[src/rtl/alert_limit_pkg.sv]
package alert_limit_pkg;
  localparam int DW    = 16;
  localparam int NFUNC = 5;

  // control/status bit positions
  localparam int EN_HI   = 15;
  localparam int EN_LO   = EN_HI - NFUNC + 1;
  localparam int CNV_BIT = 10;
  localparam int MEM_BIT = 5;
  localparam int AFF_BIT = 4;
  localparam int RDY_BIT = 3;
  localparam int OVF_BIT = 2;
  localparam int POL_BIT = 1;
  localparam int LAT_BIT = 0;

  typedef enum logic [1:0] {SRC_SHUNT = 2'd0, SRC_BUS = 2'd1, SRC_POWER = 2'd2} src_e;

  // function index 0 is highest priority (bit EN_HI)
  function automatic src_e fn_src(input int idx);
    if (idx < 2)      return SRC_SHUNT;
    else if (idx < 4) return SRC_BUS;
    else              return SRC_POWER;
  endfunction

  function automatic bit fn_signed(input int idx);
    return idx < 2;
  endfunction

  function automatic bit fn_over(input int idx);
    return (idx % 2) == 0;
  endfunction
endpackage

[src/rtl/alu_en_filter.sv]
module alu_en_filter #(
  parameter int NF = 5
) (
  input  logic [NF-1:0] req_i,
  output logic [NF-1:0] keep_o
);
  // index 0 has highest priority
  for (genvar i = 0; i < NF; i++) begin : g_pri
    if (i == 0) begin : g_top
      assign keep_o[i] = req_i[i];
    end else begin : g_low
      assign keep_o[i] = req_i[i] & ~(|req_i[i-1:0]);
    end
  end
endmodule

[src/rtl/alu_limit_cmp.sv]
module alu_limit_cmp
  import alert_limit_pkg::*;
#(
  parameter int W  = 16,
  parameter int NF = 5
) (
  input  logic [W-1:0]  shunt_i,
  input  logic [W-1:0]  bus_i,
  input  logic [W-1:0]  power_i,
  input  logic [W-1:0]  limit_i,
  input  logic [NF-1:0] en_i,
  output logic          hit_o
);
  logic [NF-1:0] viol;

  for (genvar i = 0; i < NF; i++) begin : g_fn
    logic [W-1:0] src;
    if (fn_src(i) == SRC_SHUNT) begin : g_sh
      assign src = shunt_i;
    end else if (fn_src(i) == SRC_BUS) begin : g_bus
      assign src = bus_i;
    end else begin : g_pwr
      assign src = power_i;
    end

    if (fn_signed(i)) begin : g_s
      if (fn_over(i)) begin : g_ov
        assign viol[i] = $signed(src) > $signed(limit_i);
      end else begin : g_un
        assign viol[i] = $signed(src) < $signed(limit_i);
      end
    end else begin : g_u
      if (fn_over(i)) begin : g_ov
        assign viol[i] = src > limit_i;
      end else begin : g_un
        assign viol[i] = src < limit_i;
      end
    end
  end

  assign hit_o = |(viol & en_i);
endmodule

[src/rtl/alu_flag_ctrl.sv]
module alu_flag_ctrl (
  input  logic clk_i,
  input  logic rst_ni,
  input  logic conv_done_i,
  input  logic hit_i,
  input  logic lat_i,
  input  logic rd_clr_i,
  input  logic cfg_clr_i,
  output logic rdy_o,
  output logic aff_o
);
  logic rdy_q, rdy_d, aff_q, aff_d;

  always_comb begin
    rdy_d = rdy_q;
    if (conv_done_i)                 rdy_d = 1'b1;
    else if (rd_clr_i || cfg_clr_i)  rdy_d = 1'b0;
  end

  always_comb begin
    aff_d = aff_q;
    if (lat_i) begin
      if (rd_clr_i) aff_d = 1'b0;
      if (conv_done_i && hit_i) aff_d = 1'b1;
    end else if (conv_done_i) begin
      aff_d = hit_i;
    end
  end

  always_ff @(posedge clk_i or negedge rst_ni) begin
    if (!rst_ni) begin
      rdy_q <= 1'b0;
      aff_q <= 1'b0;
    end else begin
      rdy_q <= rdy_d;
      aff_q <= aff_d;
    end
  end

  assign rdy_o = rdy_q;
  assign aff_o = aff_q;


  rdy_set_chk: assert property (@(posedge clk_i) disable iff (!rst_ni)
    conv_done_i |=> rdy_q);

  rdy_clr_chk: assert property (@(posedge clk_i) disable iff (!rst_ni)
    (!conv_done_i && (rd_clr_i || cfg_clr_i)) |=> !rdy_q);

  lat_hold_chk: assert property (@(posedge clk_i) disable iff (!rst_ni)
    (lat_i && aff_q && !rd_clr_i) |=> aff_q);

  trans_clr_chk: assert property (@(posedge clk_i) disable iff (!rst_ni)
    (!lat_i && conv_done_i && !hit_i) |=> !aff_q);
endmodule

[src/rtl/alert_limit_unit.sv]
module alert_limit_unit
  import alert_limit_pkg::*;
(
  input  logic          clk_i,
  input  logic          rst_ni,
  input  logic          reg_sel_i,
  input  logic          reg_wr_i,
  input  logic          reg_rd_i,
  input  logic [DW-1:0] reg_wdata_i,
  output logic [DW-1:0] reg_rdata_o,
  input  logic          cfg_wr_i,
  input  logic          cfg_pd_i,
  input  logic          conv_done_i,
  input  logic [DW-1:0] shunt_i,
  input  logic [DW-1:0] bus_i,
  input  logic [DW-1:0] power_i,
  input  logic          ovf_i,
  input  logic          mem_err_i,
  output logic          alert_o
);
  logic [NFUNC-1:0] en_q, en_req, en_keep;
  logic             cnv_q, pol_q, lat_q;
  logic [DW-1:0]    limit_q;
  logic             wr_mask, wr_lim, rd_mask;
  logic             hit, rdy, aff, act;
  logic [DW-1:0]    mask_word;
  logic             unused_wdata;

  assign wr_mask = reg_wr_i & ~reg_sel_i;
  assign wr_lim  = reg_wr_i &  reg_sel_i;
  assign rd_mask = reg_rd_i & ~reg_sel_i;
  assign unused_wdata = ^reg_wdata_i[CNV_BIT-1:OVF_BIT];

  always_comb begin
    for (int i = 0; i < NFUNC; i++) en_req[i] = reg_wdata_i[EN_HI-i];
  end

  alu_en_filter #(.NF(NFUNC)) u_filter (
    .req_i  (en_req),
    .keep_o (en_keep)
  );

  always_ff @(posedge clk_i or negedge rst_ni) begin
    if (!rst_ni) begin
      en_q    <= '0;
      cnv_q   <= 1'b0;
      pol_q   <= 1'b0;
      lat_q   <= 1'b0;
      limit_q <= '0;
    end else begin
      if (wr_mask) begin
        en_q  <= en_keep;
        cnv_q <= reg_wdata_i[CNV_BIT];
        pol_q <= reg_wdata_i[POL_BIT];
        lat_q <= reg_wdata_i[LAT_BIT];
      end
      if (wr_lim) limit_q <= reg_wdata_i;
    end
  end

  alu_limit_cmp #(.W(DW), .NF(NFUNC)) u_cmp (
    .shunt_i (shunt_i),
    .bus_i   (bus_i),
    .power_i (power_i),
    .limit_i (limit_q),
    .en_i    (en_q),
    .hit_o   (hit)
  );

  alu_flag_ctrl u_flags (
    .clk_i       (clk_i),
    .rst_ni      (rst_ni),
    .conv_done_i (conv_done_i),
    .hit_i       (hit),
    .lat_i       (lat_q),
    .rd_clr_i    (rd_mask),
    .cfg_clr_i   (cfg_wr_i & ~cfg_pd_i),
    .rdy_o       (rdy),
    .aff_o       (aff)
  );

  always_comb begin
    mask_word = '0;
    for (int i = 0; i < NFUNC; i++) mask_word[EN_HI-i] = en_q[i];
    mask_word[CNV_BIT] = cnv_q;
    mask_word[MEM_BIT] = mem_err_i;
    mask_word[AFF_BIT] = aff;
    mask_word[RDY_BIT] = rdy;
    mask_word[OVF_BIT] = ovf_i;
    mask_word[POL_BIT] = pol_q;
    mask_word[LAT_BIT] = lat_q;
  end

  assign reg_rdata_o = reg_sel_i ? limit_q : mask_word;

  assign act     = aff | (cnv_q & rdy);
  assign alert_o = pol_q ? act : ~act;


  en_onehot_chk: assert property (@(posedge clk_i) disable iff (!rst_ni)
    $onehot0(en_q));

  en_kept_chk: assert property (@(posedge clk_i) disable iff (!rst_ni)
    (wr_mask && (|reg_wdata_i[EN_HI:EN_LO])) |=> (en_q != '0));

  lim_wr_chk: assert property (@(posedge clk_i) disable iff (!rst_ni)
    wr_lim |=> (limit_q == $past(reg_wdata_i)));
endmodule

[config.mk]
export PLATFORM = sky130hd
export DESIGN_NAME = alert_limit_unit
export DESIGN_NICKNAME = d
export VERILOG_FILES = /design/src/rtl/alert_limit_pkg.sv /design/src/rtl/alu_en_filter.sv /design/src/rtl/alu_limit_cmp.sv /design/src/rtl/alu_flag_ctrl.sv /design/src/rtl/alert_limit_unit.sv
export SDC_FILE = /design/constraint.sdc
export NUM_CORES = 1
export LEC_CHECK = 0
export CAP_MARGIN = 20
export CORE_MARGIN = 5
export CORE_UTILIZATION = 40
export CTS_BUF_LIST = sky130_fd_sc_hd__clkbuf_8
export CTS_CLUSTER_SIZE = 16
export DETAILED_ROUTE_END_ITERATION = 8
export MAX_ROUTING_LAYER = met4
export PLACE_DENSITY_LB_ADDON = 0.2
export SYNTH_ARGS = -nofsm -noshare
export SYNTH_HDL_FRONTEND = slang
export SYNTH_SLANG_ARGS = --single-unit
[constraint.sdc]
create_clock -name clk_i -period 4.9 [get_ports clk_i]
set_input_delay 0.49 -clock clk_i [delete_from_list [all_inputs] [get_ports clk_i]]
set_output_delay 0.49 -clock clk_i [all_outputs]
set_load 0.02 [all_outputs]
# After elaboration in Yosys (flattened, before gate mapping)

Cells that the tools add are included.

Add/subtract/negate cells: 0
Multiply operators: 0
Div/mod/pow operators: 0
$lt $le $gt $ge: 5
Eq/ne operators: 1
Shift operators: 0
Multiplexer cells: 8
Bitwise logic cells: 18
Reductions and logical operators: 9

Operator list:

| operator           | number |
|---|---|
| $gt 16x16->1       | 3 |
| $lt 16x16->1       | 2 |
| $mux 16            | 1 |
| $and 1x1->1        | 9 |
| $mux 1             | 7 |
| $not 1->1          | 7 |
| $and 5x5->5        | 1 |
| $reduce_or 5->1    | 1 |
| $reduce_bool 2->1  | 2 |
| $reduce_or 4->1    | 1 |
| $ne 3x1->1 const B | 1 |
| $reduce_or 3->1    | 1 |
| $reduce_and 2->1   | 1 |
| $reduce_or 2->1    | 1 |
| $logic_and 1x1->1  | 1 |
| $logic_or 1x1->1   | 1 |
| $or 1x1->1         | 1 |

Register bits after elaboration: 26
Latch bits: 0
Bits in writable memories: 0
Memory bits (read-only): 0
Output and inout bits: 17
Memories: 0

# Depth between registers and ports, before layout

Depth after elaboration: 6
Gate-level depth with buffers: 8
Gate-level depth less buffers: 8

# Modules after synthesis

Synthesis repeated with hierarchy kept, for this count alone.

Cell total of the unflattened synthesis: 225
Area total of the unflattened synthesis: 2407.3 um2

Modules (own cells, without submodules):

| module           | times used | cells each | area each (um2) | seq. area each (um2) |
|---|---|---|---|---|
| alert_limit_unit | 1          | 74         | 1151.1          | 600.6 |
| alu_limit_cmp    | 1          | 139        | 1121.1          | 0.0 |
| alu_flag_ctrl    | 1          | 6          | 80.1            | 50.0 |
| alu_en_filter    | 1          | 6          | 55.1            | 0.0 |

# Worst setup path after synthesis

OpenSTA, ideal clock, no wires.

Kind: input to register
Start: input bus_i[13]
End: register u_flags.aff_q (netlist: u_flags.aff_o)
Setup time: 148 ps
Data arrival time: 2085 ps
Slack: 2667 ps
Stages: 7
Cell sequence: ha_1 a21o_1 a21o_1 a221o_1 o31a_1 a2111oi_2 a41oi_1

Longest elaborated chain between the ends: 6
Elaborated cells on any way between the ends: 10
Classes of those cells: 2 x order compare; 1 x eq/ne; 3 x mux; 1 x bitwise; 3 x reduce/logical

RTL lines:

| what                                                               | RTL line                                 | text |
|---|---|---|
| start: declaration                                                 | alert_limit_unit.sv:15                   | `input logic [DW-1:0] bus_i,` |
| $gt 16x16->1 / $lt 16x16->1 (equally long branches)                | alu_limit_cmp.sv:34, alu_limit_cmp.sv:36 |  |
| $and 5x5->5 (*)                                                    | alu_limit_cmp.sv:41                      | `assign hit_o = \|(viol & en_i);` |
| $reduce_or 5->1 (*)                                                | alu_limit_cmp.sv:41                      |  |
| $logic_and 1x1->1                                                  | alu_flag_ctrl.sv:24                      | `if (conv_done_i && hit_i) aff_d = 1'b1;` |
| $ne 3x1->1 (no source line) / $mux 1 (equally long branches)       | -                                        |  |
| $reduce_and 2->1 (no source line) / $mux 1 (equally long branches) | -                                        |  |
| end signal: assignment                                             | alu_flag_ctrl.sv:33                      | `aff_q <= 1'b0;` |
| end signal: assignment                                             | alu_flag_ctrl.sv:36                      | `aff_q <= aff_d;` |
| end: declaration                                                   | alu_flag_ctrl.sv:12                      | `logic rdy_q, rdy_d, aff_q, aff_d;` |

Every way passes the cells marked *; elsewhere a longest branch is shown, timed or not. The select of a mux whose other input is x is not followed.
A chain may end at the register's enable or synchronous reset.

# Worst setup path in the final report

Start: input reg_sel_i
End: output reg_rdata_o[10]

Longest elaborated chain between the ends: 1

RTL lines:

| what               | RTL line               | text |
|---|---|---|
| start: declaration | alert_limit_unit.sv:6  | `input logic reg_sel_i,` |
| $mux 16            | alert_limit_unit.sv:94 | `assign reg_rdata_o = reg_sel_i ? limit_q : mask_word;` |
| end: declaration   | alert_limit_unit.sv:10 | `output logic [DW-1:0] reg_rdata_o,` |

No other way between the ends.

==> impl_metrics.ini <==
[finish]
fin_nets = 447
drive_above_1_share = 0.114
multi_input_area_sq_mm = 0.00158
finish.utilization = 0.607
area_growth_pct = 45.2
antenna_cells = 0
regArea_sq_um = 651
final_design_area_no_fill_sq_mm = 0.00338
num-fill-cells = 484
fin_cells = 396

[sta]
slew_violations = 0
max_freq_mhz = 341
period_needed_ns = 2.94
setup_violations = 0
fin_ws_ns = 1.96
finalHoldViolations = 0
rsz0062_at_grt = no
tightest_slew_ns = 0.808
clock-skew-final_ns = 0.00651
slew_headroom = 0.460
whs_ns = 0.524
period_share = 0.599
setup_tns_ns = 0

[routing]
antenna_left = 0
drcViolationCount = 0
via_count = 2091
avgViaCountPerCell = 5.28
drt_iter0_markers = 26
drt_pass1_iterations = 4
wirelength_um = 6290
wl_per_cell_um = 15.9

[min_path]
min_path_type = flip-flop to flip-flop

[synth]
synth_seq_cells = 26
yosysMostFrequentCell = ha_1
synthCells = 233
syn_nets = 355
syn-mean-instance-area_sq_um = 10.0
synth-edff-count = 0
ys.flop_type = dfrtp_1
yosysUniqueCellTypes = 34
synth_area_leaders = dfrtp_1, ha_1, mux2_2
synth_top_area_share = 0.279
synth.largest_area_cell = dfrtp_1
yosysWarnings = 0
ys_seq_area_frac = 0.279
async_reset_ff_frac = 1.00
synth_common_cells = ha_1, mux2_2, dfrtp_1
syn_area_sq_mm = 0.00233

[critical_path]
end_kind = primary output
cp_max_fo = 20
r2r_setup_slack_ns = 2.46
startpoint_type = input port
cp.required_ns = 4.41
worst_ep_arrival_time_ns = 2.45
worstSetupPathType = input port to primary output

[clock_network]
root_buffer = clkbuf_8
cts_num_sinks = 26
h-tree-depth = 1
clk_latency_ns = 0.27
path_clk_slew_ns = 0.09
cts_tree = built
clockBufferDepth = 2
cts_made_buffers = 3
ctsResizeCount = 0
cts_hold_buf = 0
postCtsSetupBuffers = 0

[die]
core-area_sq_mm = 0.00557
rows = 27
initial_core_util = 0.418
chipWidth_um = 86.3
dieArea_sq_mm = 0.00745
chipHeight_um = 86.3
pin_count = 91

[placement]
dpl.cell_count = 392
place_area_sq_mm = 0.00331
place_ws_ns = 1.95
gp_congestion = 0.826
portBuffers = 90
dp_hpwl_um = 5360

[run_status]
status = complete, no violations

[pwr]
pwr_density_cell_mw_per_mm2 = 249
max-vdd-ir-drop_mv = 0.170
leakage_nw = 1.53
power_mw = 0.843

[global_routing]
grt_util_all_layers = 0.179
antenna_found_initial = 0
grt_max_degree = 27
grt-ovfl-total = 0
grt_pass1_wl_um = 10400
grt_pass1_vias = 2160

[flow_run]
cap_violations = 0
## final timing paths
kind	from	endpoint	cells after the start
max in group asynchronous	rst_ni	limit_q[9]$_DFFE_PN0P_	2
max	reg_sel_i	reg_rdata_o[10]	3
min in group asynchronous	rst_ni	cnv_q$_DFFE_PN0P_	2
min reg2reg	u_flags.rdy_o$_DFFE_PN0P_	u_flags.rdy_o$_DFFE_PN0P_	1
max reg2reg	limit_q[15]$_DFFE_PN0P_	u_flags.aff_o$_DFFE_PN0P_	8
min	u_flags.rdy_o$_DFFE_PN0P_	u_flags.rdy_o$_DFFE_PN0P_	1
## layer usage
metal  vias up  GRT usage  wire length [um]
li1       1063          -                 -
met1       979      0.233              2980
met2        47      0.301              3000
met3         2     0.0257               274
met4         0     0.0297                26
met5         -          -                 0
## cell type report
type | count | share of cell area
multi-input cells | 182 | 0.468
flip-flops and latches | 26 | 0.192
repair buffers | 91 | 0.268
well taps | 72 | 0.0266
clock buffers | 3 | 0.0122
clock inverters | 1 | 0.00888
inverters | 21 | 0.0233
## cells by family after synthesis
family,after synthesis,share of synthesized area
simple gates,51,0.119
fa+ha+maj,48,0.258
xor+xnor,1,0.00376
buf+inv,25,0.0408
mux,32,0.154
flops,26,0.279
compound gates,50,0.145
## flip-flops by register name, summed over array words and instances, names as in the netlist
register,flops
cnv_q,1
en_q,5
lat_q,1
limit_q,16
pol_q,1
u_flags.aff_o,1
u_flags.rdy_o,1
## placed cells by master, fill, tap and decap left out, types with 6 or more instances in the layout
master	Yosys	layout
clkdlybuf4s50_1	0	90
ha_1	48	48
mux2_2	31	31
dfrtp_1	26	26
inv_1	21	21
a21oi_1	18	18
nand2_1	11	11
nand4_1	11	11
a21o_1	8	8
o21ai_0	6	6
## critical path, cell delays in order
cell	delay, ns
clkdlybuf4s50_1	1.00
mux2_2	0.42
clkdlybuf4s50_1	0.54
## where the power goes
group / leakage [nW] / internal (mW) / total (mW) / switching, mW
Combinational: 1.18 / 0.210 / 0.392 / 0.182
Clock: 0.0357 / 0.109 / 0.178 / 0.0687
Sequential: 0.312 / 0.245 / 0.273 / 0.0276
No activity file was read; power rests on OpenSTA's default activity.
